$ cat config.mk
export PLATFORM = sky130hd
export DESIGN_NAME = ssc_profile_gen
export DESIGN_NICKNAME = d
export VERILOG_FILES = /design/src/rtl/ssc_pkg.sv /design/src/rtl/ssc_sel_decode.sv /design/src/rtl/ssc_amp_rom.sv /design/src/rtl/ssc_tri_core.sv /design/src/rtl/ssc_profile_gen.sv
export SDC_FILE = /design/constraint.sdc
export NUM_CORES = 1
export LEC_CHECK = 0
export ABC_AREA = 0
export BUFFER_PORTS_ARGS = -buffer_cell sky130_fd_sc_hd__buf_2
export CORE_MARGIN = 2
export CORE_UTILIZATION = 25
export CTS_CLUSTER_SIZE = 8
export DETAILED_ROUTE_END_ITERATION = 10
export SLEW_MARGIN = 20
export SYNTH_ARGS = -nofsm -noshare
export SYNTH_HDL_FRONTEND = slang
export SYNTH_SLANG_ARGS = --single-unit
$ cat constraint.sdc
create_clock -name clk_i -period 7.8 [get_ports clk_i]
set_input_delay 0.78 -clock clk_i [delete_from_list [all_inputs] [get_ports clk_i]]
set_output_delay 0.78 -clock clk_i [all_outputs]
set_load 0.03 [all_outputs]
$ cat src/rtl/ssc_pkg.sv
package ssc_pkg;

  typedef enum logic [1:0] {
    TL_LOW  = 2'b00,
    TL_MID  = 2'b01,
    TL_HIGH = 2'b10
  } tlev_e;

  typedef enum logic [1:0] {
    SPR_NONE   = 2'd0,
    SPR_CENTER = 2'd1,
    SPR_DOWN   = 2'd2
  } spread_e;

  typedef struct packed {
    spread_e    mode;
    logic [1:0] lvl;   // 0 = deepest
    logic [1:0] rsh;   // range shift: 0 -> x1, 1 -> x2, 2 -> x4
  } sel_cfg_t;

  // unused code folds to middle
  function automatic tlev_e tern_fold(input logic [1:0] code);
    case (code)
      2'b00:   return TL_LOW;
      2'b10:   return TL_HIGH;
      default: return TL_MID;
    endcase
  endfunction

endpackage

$ cat src/rtl/ssc_sel_decode.sv
module ssc_sel_decode
  import ssc_pkg::*;
(
  input  logic [1:0] sel_hi_i,
  input  logic [1:0] sel_lo_i,
  input  logic [1:0] rng_i,
  output sel_cfg_t   cfg_o
);

  tlev_e a, b, r;

  always_comb begin
    a = tern_fold(sel_hi_i);
    b = tern_fold(sel_lo_i);
    r = tern_fold(rng_i);

    cfg_o.mode = SPR_NONE;
    cfg_o.lvl  = 2'd0;
    if (a == TL_LOW && b == TL_LOW) begin
      cfg_o.mode = SPR_CENTER; cfg_o.lvl = 2'd0;
    end else if (a == TL_LOW && b == TL_MID) begin
      cfg_o.mode = SPR_CENTER; cfg_o.lvl = 2'd1;
    end else if (a == TL_LOW && b == TL_HIGH) begin
      cfg_o.mode = SPR_CENTER; cfg_o.lvl = 2'd2;
    end else if (a == TL_MID && b == TL_LOW) begin
      cfg_o.mode = SPR_CENTER; cfg_o.lvl = 2'd3;
    end else if (a == TL_HIGH && b == TL_HIGH) begin
      cfg_o.mode = SPR_DOWN; cfg_o.lvl = 2'd0;
    end else if (a == TL_HIGH && b == TL_LOW) begin
      cfg_o.mode = SPR_DOWN; cfg_o.lvl = 2'd1;
    end else if (a == TL_MID && b == TL_HIGH) begin
      cfg_o.mode = SPR_DOWN; cfg_o.lvl = 2'd2;
    end else if (a == TL_HIGH && b == TL_MID) begin
      cfg_o.mode = SPR_DOWN; cfg_o.lvl = 2'd3;
    end

    case (r)
      TL_LOW:  cfg_o.rsh = 2'd0;
      TL_HIGH: cfg_o.rsh = 2'd1;
      default: cfg_o.rsh = 2'd2;
    endcase
  end

endmodule

$ cat src/rtl/ssc_amp_rom.sv
module ssc_amp_rom
  import ssc_pkg::*;
#(
  parameter int AMP_W = 6
) (
  input  spread_e          mode_i,
  input  logic [1:0]       lvl_i,
  input  logic [1:0]       band_i,
  output logic [AMP_W-1:0] amp_o
);

  logic [3:0] idx;
  assign idx = {band_i, lvl_i};

  function automatic logic [AMP_W-1:0] ctr_amp(input logic [3:0] i);
    case (i)
      4'h0: return AMP_W'(14);
      4'h1: return AMP_W'(12);
      4'h2: return AMP_W'(6);
      4'h3: return AMP_W'(5);
      4'h4: return AMP_W'(13);
      4'h5: return AMP_W'(11);
      4'h6: return AMP_W'(5);
      4'h7: return AMP_W'(4);
      4'h8: return AMP_W'(12);
      4'h9: return AMP_W'(9);
      4'hA: return AMP_W'(5);
      4'hB: return AMP_W'(4);
      4'hC: return AMP_W'(11);
      4'hD: return AMP_W'(9);
      4'hE: return AMP_W'(4);
      default: return AMP_W'(3);
    endcase
  endfunction

  function automatic logic [AMP_W-1:0] dn_amp(input logic [3:0] i);
    case (i)
      4'h0: return AMP_W'(30);
      4'h1: return AMP_W'(22);
      4'h2: return AMP_W'(19);
      4'h3: return AMP_W'(7);
      4'h4: return AMP_W'(27);
      4'h5: return AMP_W'(19);
      4'h6: return AMP_W'(17);
      4'h7: return AMP_W'(6);
      4'h8: return AMP_W'(25);
      4'h9: return AMP_W'(18);
      4'hA: return AMP_W'(15);
      4'hB: return AMP_W'(6);
      4'hC: return AMP_W'(23);
      4'hD: return AMP_W'(17);
      4'hE: return AMP_W'(14);
      default: return AMP_W'(5);
    endcase
  endfunction

  always_comb begin
    case (mode_i)
      SPR_CENTER: amp_o = ctr_amp(idx);
      SPR_DOWN:   amp_o = dn_amp(idx);
      default:    amp_o = '0;
    endcase
  end

endmodule

$ cat src/rtl/ssc_tri_core.sv
module ssc_tri_core #(
  parameter int PH_W  = 9,
  parameter int AMP_W = 6,
  parameter int OFF_W = 8,
  parameter int ACC_W = PH_W + 1
) (
  input  logic                    clk_i,
  input  logic                    rst_ni,
  input  logic                    load_i,
  input  logic signed [OFF_W-1:0] lo_ld_i,
  input  logic [AMP_W:0]          span_i,
  input  logic [PH_W-1:0]         half_i,
  output logic [PH_W-1:0]         phase_o,
  output logic                    wrap_o,
  output logic signed [OFF_W-1:0] val_o
);

  logic [PH_W-1:0]         ph_q;
  logic [ACC_W-1:0]        acc_q;
  logic signed [OFF_W-1:0] val_q;
  logic [ACC_W-1:0]        sum;
  logic [PH_W:0]           dr_full;
  logic                    rising;
  logic                    carry;

  assign dr_full = {half_i, 1'b0};
  assign wrap_o  = ({1'b0, ph_q} == (dr_full - 1'b1));
  assign rising  = (ph_q < half_i);
  assign sum     = acc_q + ACC_W'(span_i);
  assign carry   = (sum >= ACC_W'(half_i));

  always_ff @(posedge clk_i or negedge rst_ni) begin
    if (!rst_ni) begin
      ph_q  <= '0;
      acc_q <= '0;
      val_q <= '0;
    end else if (load_i) begin
      ph_q  <= '0;
      acc_q <= '0;
      val_q <= lo_ld_i;
    end else begin
      ph_q <= ph_q + 1'b1;
      if (carry) begin
        acc_q <= sum - ACC_W'(half_i);
        val_q <= rising ? val_q + OFF_W'(1) : val_q - OFF_W'(1);
      end else begin
        acc_q <= sum;
      end
    end
  end

  assign phase_o = ph_q;
  assign val_o   = val_q;

endmodule

$ cat src/rtl/ssc_profile_gen.sv
module ssc_profile_gen
  import ssc_pkg::*;
#(
  parameter int BASE_LOG2 = 7,
  parameter int OFF_W     = 8
) (
  input  logic                    clk_i,
  input  logic                    rst_ni,
  input  logic [1:0]              sel_hi_i,
  input  logic [1:0]              sel_lo_i,
  input  logic [1:0]              rng_i,
  input  logic [1:0]              band_i,
  output logic signed [OFF_W-1:0] offset_o,
  output logic                    period_o,
  output logic [1:0]              mode_o
);

  localparam int PH_W  = BASE_LOG2 + 2;
  localparam int AMP_W = OFF_W - 2;
  localparam int ACC_W = PH_W + 1;

  sel_cfg_t         cfg_nxt;
  logic [AMP_W-1:0] amp_nxt;

  spread_e          mode_q;
  logic [AMP_W-1:0] amp_q;
  logic [1:0]       rsh_q;
  logic             running_q;

  logic                    load;
  logic                    wrap;
  logic [PH_W-1:0]         phase;
  logic [PH_W-1:0]         half_cur;
  logic [AMP_W:0]          span_cur;
  logic signed [OFF_W-1:0] lo_ld;
  logic signed [OFF_W-1:0] val;

  ssc_sel_decode u_dec (
    .sel_hi_i (sel_hi_i),
    .sel_lo_i (sel_lo_i),
    .rng_i    (rng_i),
    .cfg_o    (cfg_nxt)
  );

  ssc_amp_rom #(.AMP_W(AMP_W)) u_rom (
    .mode_i (cfg_nxt.mode),
    .lvl_i  (cfg_nxt.lvl),
    .band_i (band_i),
    .amp_o  (amp_nxt)
  );

  // selects are taken only when a period starts
  assign load = !running_q || wrap;

  always_ff @(posedge clk_i or negedge rst_ni) begin
    if (!rst_ni) begin
      mode_q    <= SPR_NONE;
      amp_q     <= '0;
      rsh_q     <= '0;
      running_q <= 1'b0;
    end else if (load) begin
      mode_q    <= cfg_nxt.mode;
      amp_q     <= amp_nxt;
      rsh_q     <= cfg_nxt.rsh;
      running_q <= 1'b1;
    end
  end

  assign lo_ld    = OFF_W'(0) - OFF_W'(amp_nxt);
  assign half_cur = PH_W'(1) << (BASE_LOG2 - 1 + int'(rsh_q));

  always_comb begin
    case (mode_q)
      SPR_CENTER: span_cur = {amp_q, 1'b0};
      SPR_DOWN:   span_cur = {1'b0, amp_q};
      default:    span_cur = '0;
    endcase
  end

  ssc_tri_core #(
    .PH_W  (PH_W),
    .AMP_W (AMP_W),
    .OFF_W (OFF_W),
    .ACC_W (ACC_W)
  ) u_core (
    .clk_i   (clk_i),
    .rst_ni  (rst_ni),
    .load_i  (load),
    .lo_ld_i (lo_ld),
    .span_i  (span_cur),
    .half_i  (half_cur),
    .phase_o (phase),
    .wrap_o  (wrap),
    .val_o   (val)
  );

  assign offset_o = val;
  assign period_o = running_q && (phase == '0);
  assign mode_o   = mode_q;

endmodule

==> results.md, run 1 <==
- Worst slew margin: 36.4%
- Router iterations before antenna repair: 4
- Growth of design area from synthesis to finish: 13.6%
- RSZ-0062 raised after global routing: no
- Remaining number of nets flagged by the antenna check after routing: 0
- Number of buffers added for setup after CTS: 0
- Startpoint type of the worst setup path: flop
- Die Wd: 118 um
- Main synth FF type: sky130_fd_sc_hd__dfrtp_1
- Clock-pin slew on the worst setup and hold paths: 0.05 ns
- IO buf count: 20
- Yosys warning count: 0
- Worst reg2reg setup slack: 3.44 ns
- Count of routing violations after the opening detailed-route iteration: ~150
- Post-Syn Area: 3240 um^2
- Count of pins over their slew limit: 0
- Cts hold-fix bufs: 0
- End-of-flow core utilization: 29.2%
- Routed wire per std cell: between 10 and 15 um
- Final setup violation count: 0
- Starting Density: 25.7%
- Number of H-tree branching levels: 2
- Wire length reported by the detailed router: 6.98 mm
- Status: completed
- Post-route fraction of the period consumed by the critical path: 55.9%
- Fraction of synthesized cell area in xor and xnor cells: under 10%
- Critical Path End Type: flop
- Power consumption: 1.07 mW
- #FFs+latches synth: 37
- Remaining global-route overflow: 0
- Hold_sp: amp_q[4]$_DFFE_PN0N_
- Number of cell rows: 41
- Endpoint of the most critical register-to-register path: u_core.acc_q[1]$_DFF_PN0_
- Sink of the worst hold path: amp_q[4]$_DFFE_PN0N_
- Hold WC Path Type: flop to flop
- Number of stages on the worst hold path: 2
- Antenna diodes: 0
- List of most frequent post-synthesis cells: 40 x sky130_fd_sc_hd__ha_1, 37 x sky130_fd_sc_hd__dfrtp_1, 35 x sky130_fd_sc_hd__nor2_1
- Maximum clock frequency: 0.229 GHz
- Pin count of the biggest net entering global routing: 38
- Logic depth of the worst register-to-register path: 19
- Critical path arrival: ~4.6 ns
- Combined global-route utilization of all metal layers: 10.3%
- First-pass GRT wire length: 12.1 mm
- Number of CTS-inserted buffers: 5
- Yosys cell types: 62
- Proportion of layout cells with a drive suffix above 1: 9.55%
- Setup Total Neg Slack: 0 ns
- Placeable Area: 12,600 um^2
- Measured slew at the worst slew-check pin: 0.954 ns
- Cell with the most instances after synthesis: sky130_fd_sc_hd__ha_1
- Simple logic cell fraction of the synthesized area: 18.4%
- Number of antenna violations at the first check in global routing: 0
- Final cell area excluding filler cells: 3680 um^2
- Per-cell via count in the routed design: 4.62
- Mux share of post-synthesis cell area: 3.44%
- Max Cap Violations: 0
- Count of flip-flops with a built-in enable after synthesis: 0
- Layout net count: 450
- Maximum clock skew at final layout: 0.00430 ns
- Critical-path maximum fanout: 20
- Post-synth ARST share: 100%
- Bufs on Longest Clock Path: 2
- Worst EP required: 8.00 ns
- Sinks on the clock net: 37
- GPL Wtd Cong: 0.821
- Via count of the first global-routing pass: between 2,000 and 3,000
- Root Buffer Master: sky130_fd_sc_hd__clkbuf_16
- Cell area power density: slightly below 300 nW/um^2
- Top post-synthesis cells by area: sky130_fd_sc_hd__dfrtp_1 29%, sky130_fd_sc_hd__ha_1 15%, sky130_fd_sc_hd__nor2_1 4.1%
- Die Footprint: 13,900 um^2
- Portion of synthesized cell area occupied by the leading cell type: 28.6%
- Fraction of the mapped netlist area in compound gates: 19.6%
- Post-detailed-placement half-perimeter wirelength: around 5.5 mm
- Post-synthesis share of cell area spent on full adders, half adders and majority gates: 17.3%
- Cell taking the most area after synthesis: sky130_fd_sc_hd__dfrtp_1
- Insertion delay to the later sink of the worst-skew pair: around 0.28 ns
- TritonCTS clock tree: yes
- Mean Syn Cell Area: between 8 and 9 um^2
- LEAKAGE: 1.78 nW
- Final critical delay including setup and external delays: about 4.4 ns
- Remaining routing DRC violations: 0
- Main combinational cell family by area after synthesis: compound AO/OA/AOI/OAI gates
- Area after DPL: 3540 um^2
- Resized Gates After CTS: 0
- Register area share after synthesis: 28.6%
- Worst setup path class: flop to flop
- Number of hold violations in the final report: 0
- R2R Path Start: mode_o[0]$_DFFE_PN0N_
- Maximum vdd drop: 118 uV
- I/O pins: 21
- Final worst-path setup slack: 3.44 ns
- Synthesized netlist cell count: about 370
- Vias: 2,635
- Placement-stage worst setup slack: 3.43 ns
- Y dimension of the die: 118 um
==> cell usage in the layout, fill, tap and decap left out, types with 3 or more instances in the layout <==
cell type | netlist | routed
sky130_fd_sc_hd__ha_1 | 40 | 40
sky130_fd_sc_hd__dfrtp_1 | 37 | 37
sky130_fd_sc_hd__nor2_1 | 35 | 35
sky130_fd_sc_hd__nand2_1 | 31 | 31
sky130_fd_sc_hd__inv_1 | 25 | 25
sky130_fd_sc_hd__a21oi_1 | 21 | 21
sky130_fd_sc_hd__buf_2 | 1 | 20
sky130_fd_sc_hd__xor2_1 | 15 | 15
sky130_fd_sc_hd__xnor2_1 | 15 | 15
sky130_fd_sc_hd__o21ai_0 | 14 | 14
sky130_fd_sc_hd__nor2b_1 | 10 | 10
sky130_fd_sc_hd__mux2i_1 | 10 | 10
sky130_fd_sc_hd__conb_1 | 2 | 9
sky130_fd_sc_hd__nand2b_1 | 8 | 8
sky130_fd_sc_hd__nand3_1 | 8 | 8
sky130_fd_sc_hd__o21ai_1 | 6 | 6
sky130_fd_sc_hd__and2_1 | 6 | 6
sky130_fd_sc_hd__a21o_1 | 6 | 6
sky130_fd_sc_hd__nor3_1 | 5 | 5
sky130_fd_sc_hd__o211ai_1 | 5 | 5
sky130_fd_sc_hd__clkbuf_16 | 0 | 5
sky130_fd_sc_hd__a22oi_1 | 4 | 4
sky130_fd_sc_hd__or2_2 | 4 | 4
sky130_fd_sc_hd__a31oi_1 | 3 | 3
sky130_fd_sc_hd__o21a_1 | 3 | 3
sky130_fd_sc_hd__and3_1 | 3 | 3
sky130_fd_sc_hd__fa_1 | 3 | 3
==> worst max path at each step <==
stage	cells past startpoint	start	end
after detailed placement	19	mode_o[0]$_DFFE_PN0N_	u_core.acc_q[1]$_DFF_PN0_
after global placement	19	mode_o[0]$_DFFE_PN0N_	u_core.acc_q[1]$_DFF_PN0_
after floorplan	19	mode_o[0]$_DFFE_PN0N_	u_core.acc_q[1]$_DFF_PN0_
after CTS	19	mode_o[0]$_DFFE_PN0N_	u_core.acc_q[1]$_DFF_PN0_
final	19	mode_o[0]$_DFFE_PN0N_	u_core.acc_q[1]$_DFF_PN0_
after global routing	20	mode_o[1]$_DFFE_PN0N_	u_core.val_o[4]$_DFFE_PN0P_
==> layout make-up <==
cell class                 instances  area [um^2]
clock buffer                       6          129
clock inverter                     2         10.0
fill                            1377         8940
inverter                          25         93.8
multi-input combinational        307         2200
sequential                        37          926
tap                              172          215
timing repair buffer              21          108
==> report_power, final <==
part	leakage, nW	total [mW]	switching [mW]	internal (mW)
combinational	1.23	0.601	0.346	0.255
sequential	0.478	0.279	0.0399	0.239
clock	0.0706	0.194	0.0769	0.117
==> critical path: stages (launching register included) <==
cell and delay [ns]:
sky130_fd_sc_hd__dfrtp_1 0.36, sky130_fd_sc_hd__inv_1 0.07, sky130_fd_sc_hd__ha_1 0.34, sky130_fd_sc_hd__or2_2 0.34, sky130_fd_sc_hd__inv_1 0.07, sky130_fd_sc_hd__ha_1 0.24, sky130_fd_sc_hd__a211oi_1 0.23, sky130_fd_sc_hd__o21ai_1 0.15
sky130_fd_sc_hd__a21o_1 0.20, sky130_fd_sc_hd__nand2_1 0.07, sky130_fd_sc_hd__xnor2_1 0.15, sky130_fd_sc_hd__ha_1 0.31, sky130_fd_sc_hd__and4_1 0.20, sky130_fd_sc_hd__o311ai_1 0.23, sky130_fd_sc_hd__a21boi_1 0.11, sky130_fd_sc_hd__o311a_1 0.32
sky130_fd_sc_hd__nor3_2 0.15, sky130_fd_sc_hd__buf_4 0.30, sky130_fd_sc_hd__mux2_1 0.35, sky130_fd_sc_hd__nor2_1 0.08
==> kinds of logic (layout without fill, tap and decap cells) <==
| family | Yosys count | count (layout) |
|---|---|---|
| compound gates | 93 | 93 |
| xor+xnor | 30 | 30 |
| fa+ha+maj | 43 | 43 |
| buf+inv | 34 | 54 |
| flops | 37 | 37 |
| mux | 11 | 11 |
| other cells | 2 | 9 |
| simple gates | 121 | 121 |
==> sequential cells by signal, summed over array words and instances (netlist names) <==
register / flops
amp_q: 5
mode_o: 2
rsh_q: 2
running_q: 1
u_core.acc_q: 10
u_core.phase_o: 9
u_core.val_o: 8
==> per-stage QoR <==
| stage | std cells | hold WS, ns |
|---|---|---|
| 2_1_floorplan | 378 | 0.461 |
| 5_1_grt | 570 | 0.534 |
| 4_1_cts | 570 | 0.518 |
| 6_report | 570 | 0.512 |
| 3_5_place_dp | 562 | 0.504 |
| 3_3_place_gp | 562 | 0.492 |
==> layer usage <==
| layer | track usage [%] | share of wire (%) | up-vias |
|---|---|---|---|
| met3 | 0.727 | 1.3 | 7 |
| met4 | 3.39 | 1.4 | 0 |
| li1 | - | - | 1353 |
| met1 | 13.8 | 49 | 1248 |
| met5 | 0 | 0 | - |
| met2 | 17.7 | 48 | 27 |
No activity file was read; power rests on OpenSTA's default activity.
==> run 2, diff against run 1 <==
Clock period 7.8 ns to 4.4 ns, I/O delays scaled along.
==> run 2 against run 1 <==
Compared with the run above: via count up 2.1%; cell count up 1.8%; core utilization up 2.6 points; critical path depth up 1; sequential cell count unchanged; worst setup slack worse by 3.3 ns; sequential power up 80%; clock skew about the same; die area unchanged; clock-buffer cell count unchanged; critical path type unchanged; critical endpoint is now u_core.acc_q[3]$_DFF_PN0_; largest cell class unchanged; largest power group unchanged.
==> results.md, run 2 (synthesis gave the netlist of run 1 again) <==
- Critical path arrival: between 4 and 5 ns
- Root Buffer Master: sky130_fd_sc_hd__clkbuf_16
- Amount of wire on met3 after detailed routing: 106 um
- Remaining number of nets flagged by the antenna check after routing: 0
- Router iterations before antenna repair: 4
- Worst slew margin: around a third
- Y dimension of the die: 118 um
- Maximum vdd drop: roughly 240 uV
- Per-cell via count in the routed design: between 4 and 5
- First-pass GRT wire length: roughly 12 mm
- Clock-pin slew on the worst setup and hold paths: approximately 0.060 ns
- Measured slew at the worst slew-check pin: ~1 ns
- Critical-path maximum fanout: 10
- Final critical delay including setup and external delays: 4.23 ns
- Minimum hold slack: 0.276 ns
- Die Footprint: 13,900 um^2
- Total met2 wirelength after detailed routing: 3.71 mm
- Power consumption: around 2.2 mW
- Register containing the most flip-flops in the final layout: u_core.acc_q
- GPL Wtd Cong: 0.826
- R2R Path Start: mode_o[1]$_DFFE_PN0N_
- Status: completed
- Die Wd: 118 um
- Area taken by flip-flops and latches: around 930 um^2
- Wire length reported by the detailed router: 7.46 mm
- Number of cell rows: 41
- Growth of design area from synthesis to finish: 23.8%
- Max Cap Violations: 0
- Count of routing violations after the opening detailed-route iteration: between 90 and 100
- Hold WC Path Type: input port to async pin
- Worst setup path class: flop to flop
- Worst setup path startpoint: mode_o[1]$_DFFE_PN0N_
- Bufs on Longest Clock Path: 2
- Insertion delay to the later sink of the worst-skew pair: 0.28 ns
- Number of flip-flops under the largest register name: 10
- Antenna diodes: 0
- Combined area of the multi-input logic cells: ~2400 um^2
- Layout net count: 460
- Starting Density: 25.7%
- Via count of the first global-routing pass: 2,602
- Proportion of layout cells with a drive suffix above 1: 17.9%
- Sinks on the clock net: 37
- Wire length on met1: 3.56 mm
- I/O pins: 21
- LEAKAGE: about 1.9 nW
- Placed cell count: around 560
- TritonCTS clock tree: yes
- Pin count of the biggest net entering global routing: 38
- Placeable Area: 12,600 um^2
- Top library cells by usage in the layout, fill and taps aside: 37 x sky130_fd_sc_hd__dfrtp_1, 33 x sky130_fd_sc_hd__ha_1, 31 x sky130_fd_sc_hd__nor2_1
- Post-route fraction of the period consumed by the critical path: 96.2%
- Maximum clock frequency: approximately 0.24 GHz
- Post-detailed-placement half-perimeter wirelength: 5.49 mm
- Routed wire per std cell: 12.9 um
- Final setup violation count: 0
- Max layer used: met4
- Combined global-route utilization of all metal layers: about a tenth
- Critical Path End Type: flop
- Count of pins over their slew limit: 0
- Remaining global-route overflow: 0
- Final non-filler cell total: 580
- Most frequent standard cell in the layout excluding fill and tap cells: sky130_fd_sc_hd__dfrtp_1
- Startpoint type of the worst setup path: flop
- IO buf count: 20
- Vias: approximately 2,700
- Maximum clock skew at final layout: 0.00409 ns
- Cell area power density: 560 nW/um^2
- Number of CTS-inserted buffers: 5
- Number of hold violations in the final report: 0
- Remaining routing DRC violations: 0
- Number of H-tree branching levels: 2
- Number of antenna violations at the first check in global routing: 0
- Filler cells: about 1,300
- Worst EP required: 4.54 ns
-- run 2: final cells by class --
type	instances	area share, %
multi-input combinational	307	59.0
inverter	25	2.34
timing repair buffer	31	5.84
tap	172	5.37
sequential	37	23.1
clock buffer	6	3.46
clock inverter	2	0.936
-- run 2: routing by layer --
metal	track usage [%]	vias up
met2	18.2	31
met3	0.775	6
met4	3.61	0
met5	0	-
met1	13.4	1275
li1	-	1378
-- run 2: power by group --
group          total, mW  internal [mW]  leakage [nW]  switching (mW)
sequential         0.502          0.424         0.478          0.0786
combinational       1.31          0.631          1.31           0.683
clock              0.427          0.283        0.0831           0.144
total               2.24           1.34          1.87           0.905
-- run 2: critical path: stages (launching register included) --
cell                        delay, ns
sky130_fd_sc_hd__dfrtp_1         0.42
sky130_fd_sc_hd__inv_2           0.09
sky130_fd_sc_hd__ha_4            0.17
sky130_fd_sc_hd__a22oi_2         0.08
sky130_fd_sc_hd__or2_4           0.26
sky130_fd_sc_hd__inv_1           0.09
sky130_fd_sc_hd__ha_4            0.21
sky130_fd_sc_hd__a211oi_2        0.19
sky130_fd_sc_hd__o21ai_2         0.08
sky130_fd_sc_hd__buf_4           0.15
sky130_fd_sc_hd__xor2_2          0.17
sky130_fd_sc_hd__ha_1            0.33
sky130_fd_sc_hd__and2_4          0.22
sky130_fd_sc_hd__a221oi_4        0.27
sky130_fd_sc_hd__a21boi_1        0.10
sky130_fd_sc_hd__o311a_1         0.39
sky130_fd_sc_hd__nor3_4          0.34
sky130_fd_sc_hd__buf_6           0.16
sky130_fd_sc_hd__clkbuf_16       0.14
sky130_fd_sc_hd__mux2i_1         0.18
sky130_fd_sc_hd__nor2_1          0.05
-- run 2: through the flow --
step | TNS [ns] | area (um^2) | setup slack, ns | utilization, %
2_1_floorplan | 0 | 3270 | 0.201 | -
3_3_place_gp | 0 | 3560 | 0.174 | 28.2
3_5_place_dp | 0 | 3560 | 0.0485 | 28.2
4_1_cts | 0 | 3740 | 0.0246 | 29.6
5_1_grt | -0.228 | 4010 | -0.0388 | 31.8
6_report | 0 | 4010 | 0.165 | 31.8
-- run 2: final timing paths --
path                                               end  cells after the start  slack, ns
min in group clk_i                rsh_q[1]$_DFFE_PN0N_                      3       0.37
setup reg to reg             u_core.acc_q[3]$_DFF_PN0_                     20       0.17
max in group asynchronous        mode_o[0]$_DFFE_PN0N_                      1       3.57
hold reg to reg                   amp_q[4]$_DFFE_PN0N_                      2       0.52
hold / removal             u_core.phase_o[8]$_DFF_PN0_                      1       0.28
setup / recovery             u_core.acc_q[3]$_DFF_PN0_                     20       0.17
-- run 2: what timing repair did --
action	in CTS	in global routing
hold buffers	0	0
setup buffers	0	7
resized for setup	0	31
setup endpoints to repair	0	18
==> run 3, diff against run 2 <==
Settings changed: SYNTH_HIERARCHICAL set to 1.
==> run 3 against run 2 <==
Compared with the run above: hold slack got worse by 0.0096 ns; synthesized cell count grew 13%; non-clock buffer count shrank 6; sequential power fell by 6.2%; combinational power is 38% lower; cell count up 10%; clock skew increased by 0.0018 ns; power down 25%.
==> results.md, run 3 <==
- Number of hold violations in the final report: 0
- List of most frequent post-synthesis cells: 44 x sky130_fd_sc_hd__ha_1, 38 x sky130_fd_sc_hd__dfrtp_1, 36 x sky130_fd_sc_hd__nor2_1
- LEAKAGE: 1.88 nW
- GPL Wtd Cong: 0.859
- Remaining routing DRC violations: 0
- Minimum hold slack: 0.267 ns
- Growth of design area from synthesis to finish: 14.7%
- I/O pins: 21
- Setup Total Neg Slack: 0 ns
- Top library cells by usage in the layout, fill and taps aside: 43 x sky130_fd_sc_hd__ha_1, 38 x sky130_fd_sc_hd__dfrtp_1, 36 x sky130_fd_sc_hd__nor2_1
- Sinks on the clock net: 38
- Starting Density: 25.2%
- Number of CTS-inserted buffers: 5
- Mean Syn Cell Area: 8.67 um^2
- IO buf count: 20
- Worst EP required: between 4 and 5 ns
- Final critical delay including setup and external delays: between 4 and 5 ns
- Combined global-route utilization of all metal layers: 10.6%
- Power consumption: 1.69 mW
- Cell taking the most area after synthesis: sky130_fd_sc_hd__dfrtp_1
- Worst slew margin: 44.0%
- Cts hold-fix bufs: 0
- Post-synth ARST share: 100%
- Number of cell rows: 44
- Antenna diodes: 0
- First-pass GRT wire length: 13.9 mm
- Main synth FF type: sky130_fd_sc_hd__dfrtp_1
- Portion of synthesized cell area occupied by the leading cell type: around a quarter
- #FFs+latches synth: 38
- Yosys cell types: 60
- Yosys warning count: 6
- Fraction of power spent switching nets: 38.5%
- Cell area power density: 407 nW/um^2
- Placeable Area: 14,400 um^2
- Resized Gates After CTS: 0
- Met1 track demand over resource: 12.2%
- Wire length reported by the detailed router: around 7.8 mm
- Number of antenna violations at the first check in global routing: 0
- Proportion of power drawn by the clock network: 24.3%
- Clock-pin slew on the worst setup and hold paths: about 0.06 ns
- Critical path arrival: 4.21 ns
- Max incr delay on CP: 0.39 ns
- Measured slew at the worst slew-check pin: 0.839 ns
- Final setup violation count: 0
- Met2 Usage GRT: around a fifth
- Startpoint type of the worst setup path: flop
- Root Buffer Master: sky130_fd_sc_hd__clkbuf_16
- Critical Path End Type: flop
- Placed cell count: 632
- Vias: 2,980
- Status: completed
- Count of flip-flops with a built-in enable after synthesis: 0
- Cell family with the largest share of critical-path delay: compound AO/OA/AOI/OAI gates
- Grt met3 use: 1.33%
- TritonCTS clock tree: yes
- Combinational cell fraction of total power: a little under half
- Switching power summed over all nets: 0.652 mW
- Cell with the most instances after synthesis: sky130_fd_sc_hd__ha_1
- Number of H-tree branching levels: 2
- Per-cell via count in the routed design: between 4 and 5
- Most congested layer reported by global routing: met2
- Via count of the first global-routing pass: 3,104
- Remaining global-route overflow: 0
- Worst path buffer plus inverter count: 2
- Maximum clock frequency: ~0.25 GHz
- Register area share after synthesis: 26.2%
- Critical-path cell list: inv_1 > ha_1 > a22oi_1 > nor2_1 > ha_1 > nor2b_1 > o31a_2 > o31a_1 > a21oi_2 > ha_2 > a21o_1 > nor3_1 > a21oi_1 > o22ai_1 > nor2b_1 > buf_4 > or3_1 > a21oi_1
- Bufs on Longest Clock Path: 2
- Remaining number of nets flagged by the antenna check after routing: 0
- Router iterations before antenna repair: 4
- Maximum vdd drop: 157 uV
- Synthesized netlist cell count: 418
- Number of buffers added for setup after CTS: 0
- Insertion delay to the later sink of the worst-skew pair: 0.28 ns
- Top post-synthesis cells by area: sky130_fd_sc_hd__dfrtp_1 26%, sky130_fd_sc_hd__ha_1 15%, sky130_fd_sc_hd__xnor2_1 5.3%
- Number of flip-flops under the largest register name: 10
- Pin count of the biggest net entering global routing: 39
- Most frequent standard cell in the layout excluding fill and tap cells: sky130_fd_sc_hd__ha_1
- Y dimension of the die: 124 um
- Critical-path maximum fanout: 6
- Maximum clock skew at final layout: 0.00586 ns
- Routed wire per std cell: around 12 um
- Proportion of layout cells with a drive suffix above 1: 13.4%
- Post-route fraction of the period consumed by the critical path: 91.2%
- Count of routing violations after the opening detailed-route iteration: around 170
- Register containing the most flip-flops in the final layout: u_core/acc_q
- Final non-filler cell total: 639
- Hold WC Path Type: input port to async pin
- Post-detailed-placement half-perimeter wirelength: 6.24 mm
- Pint: between 1 and 1.5 mW
- Count of pins over their slew limit: 0
- Die Footprint: 15,500 um^2
- Worst setup path class: flop to flop
- Layout net count: 512
- End-of-flow core utilization: 28.9%
- Crit-path slowest cell: sky130_fd_sc_hd__dfrtp_1
- Die Wd: 124 um
- Max Cap Violations: 0
- Share of total power in sequential cells: 27.8%
- Post-Syn Area: 3630 um^2
- RSZ-0062 raised after global routing: no
[run 3: cells by family after synthesis]
group / share of synthesized area [%]
and+or+nand+nor: 17.8
adders and majority gates: 17.1
AOI/OAI and AO/OA: 18.7
buffers and inverters: 5.24
muxes: 4.97
xor gates and xnor gates: 9.63
DFF: 26.2
other: 0.311
[run 3: area by class of cell]
| class | instances | area (um^2) |
|---|---|---|
| fill | 1493 | 10200 |
| multi-input combinational | 355 | 2560 |
| sequential | 38 | 951 |
| tap | 184 | 230 |
| clock buffer | 6 | 139 |
| timing repair buffer | 25 | 138 |
| inverter | 30 | 113 |
| clock inverter | 1 | 30.0 |
[run 3: path summary, 6_finish.rpt]
kind / start / to / slack, ns / cells after the start
min reg2reg: amp_q[0]$_DFFE_PN0P_ / amp_q[0]$_DFFE_PN0P_ / 0.54 / 2
max: mode_o[1]$_DFFE_PN0P_ / u_core/acc_q[5]$_DFF_PN0_ / 0.39 / 18
max reg2reg: mode_o[1]$_DFFE_PN0P_ / u_core/acc_q[5]$_DFF_PN0_ / 0.39 / 18
min: rst_ni / u_core/phase_o[8]$_DFF_PN0_ / 0.27 / 1
min in group clk_i: rng_i[0] / rsh_q[1]$_DFFE_PN0P_ / 0.41 / 2
max in group asynchronous: rst_ni / mode_o[1]$_DFFE_PN0P_ / 3.61 / 1
[run 3: per-stage QoR]
| stage | setup slack (ns) | cell area, um^2 |
|---|---|---|
| 2_1_floorplan | 0.615 | 3690 |
| 3_3_place_gp | 0.405 | 3980 |
| 3_5_place_dp | 0.271 | 3980 |
| 4_1_cts | 0.256 | 4150 |
| 5_1_grt | 0.0381 | 4160 |
| 6_report | 0.387 | 4160 |
[run 3: power by group through the flow]
stage                     clock [mW]  combinational, mW  sequential (mW)
after floorplan                    0              0.594            0.528
after global placement             0              0.786            0.475
after detailed placement           0              0.800            0.478
after CTS                      0.420              0.807            0.472
after global routing           0.437              0.914            0.480
final                          0.411              0.811            0.471
[run 3: routing by layer]
layer / routed length [um] / part of all wire, % / vias to the layer above
li1: - / - / 1530
met1: 3480 / 45 / 1400
met2: 3980 / 51 / 41
met3: 182 / 2.3 / 9
met4: 160 / 2.0 / 0
met5: 0 / 0 / -
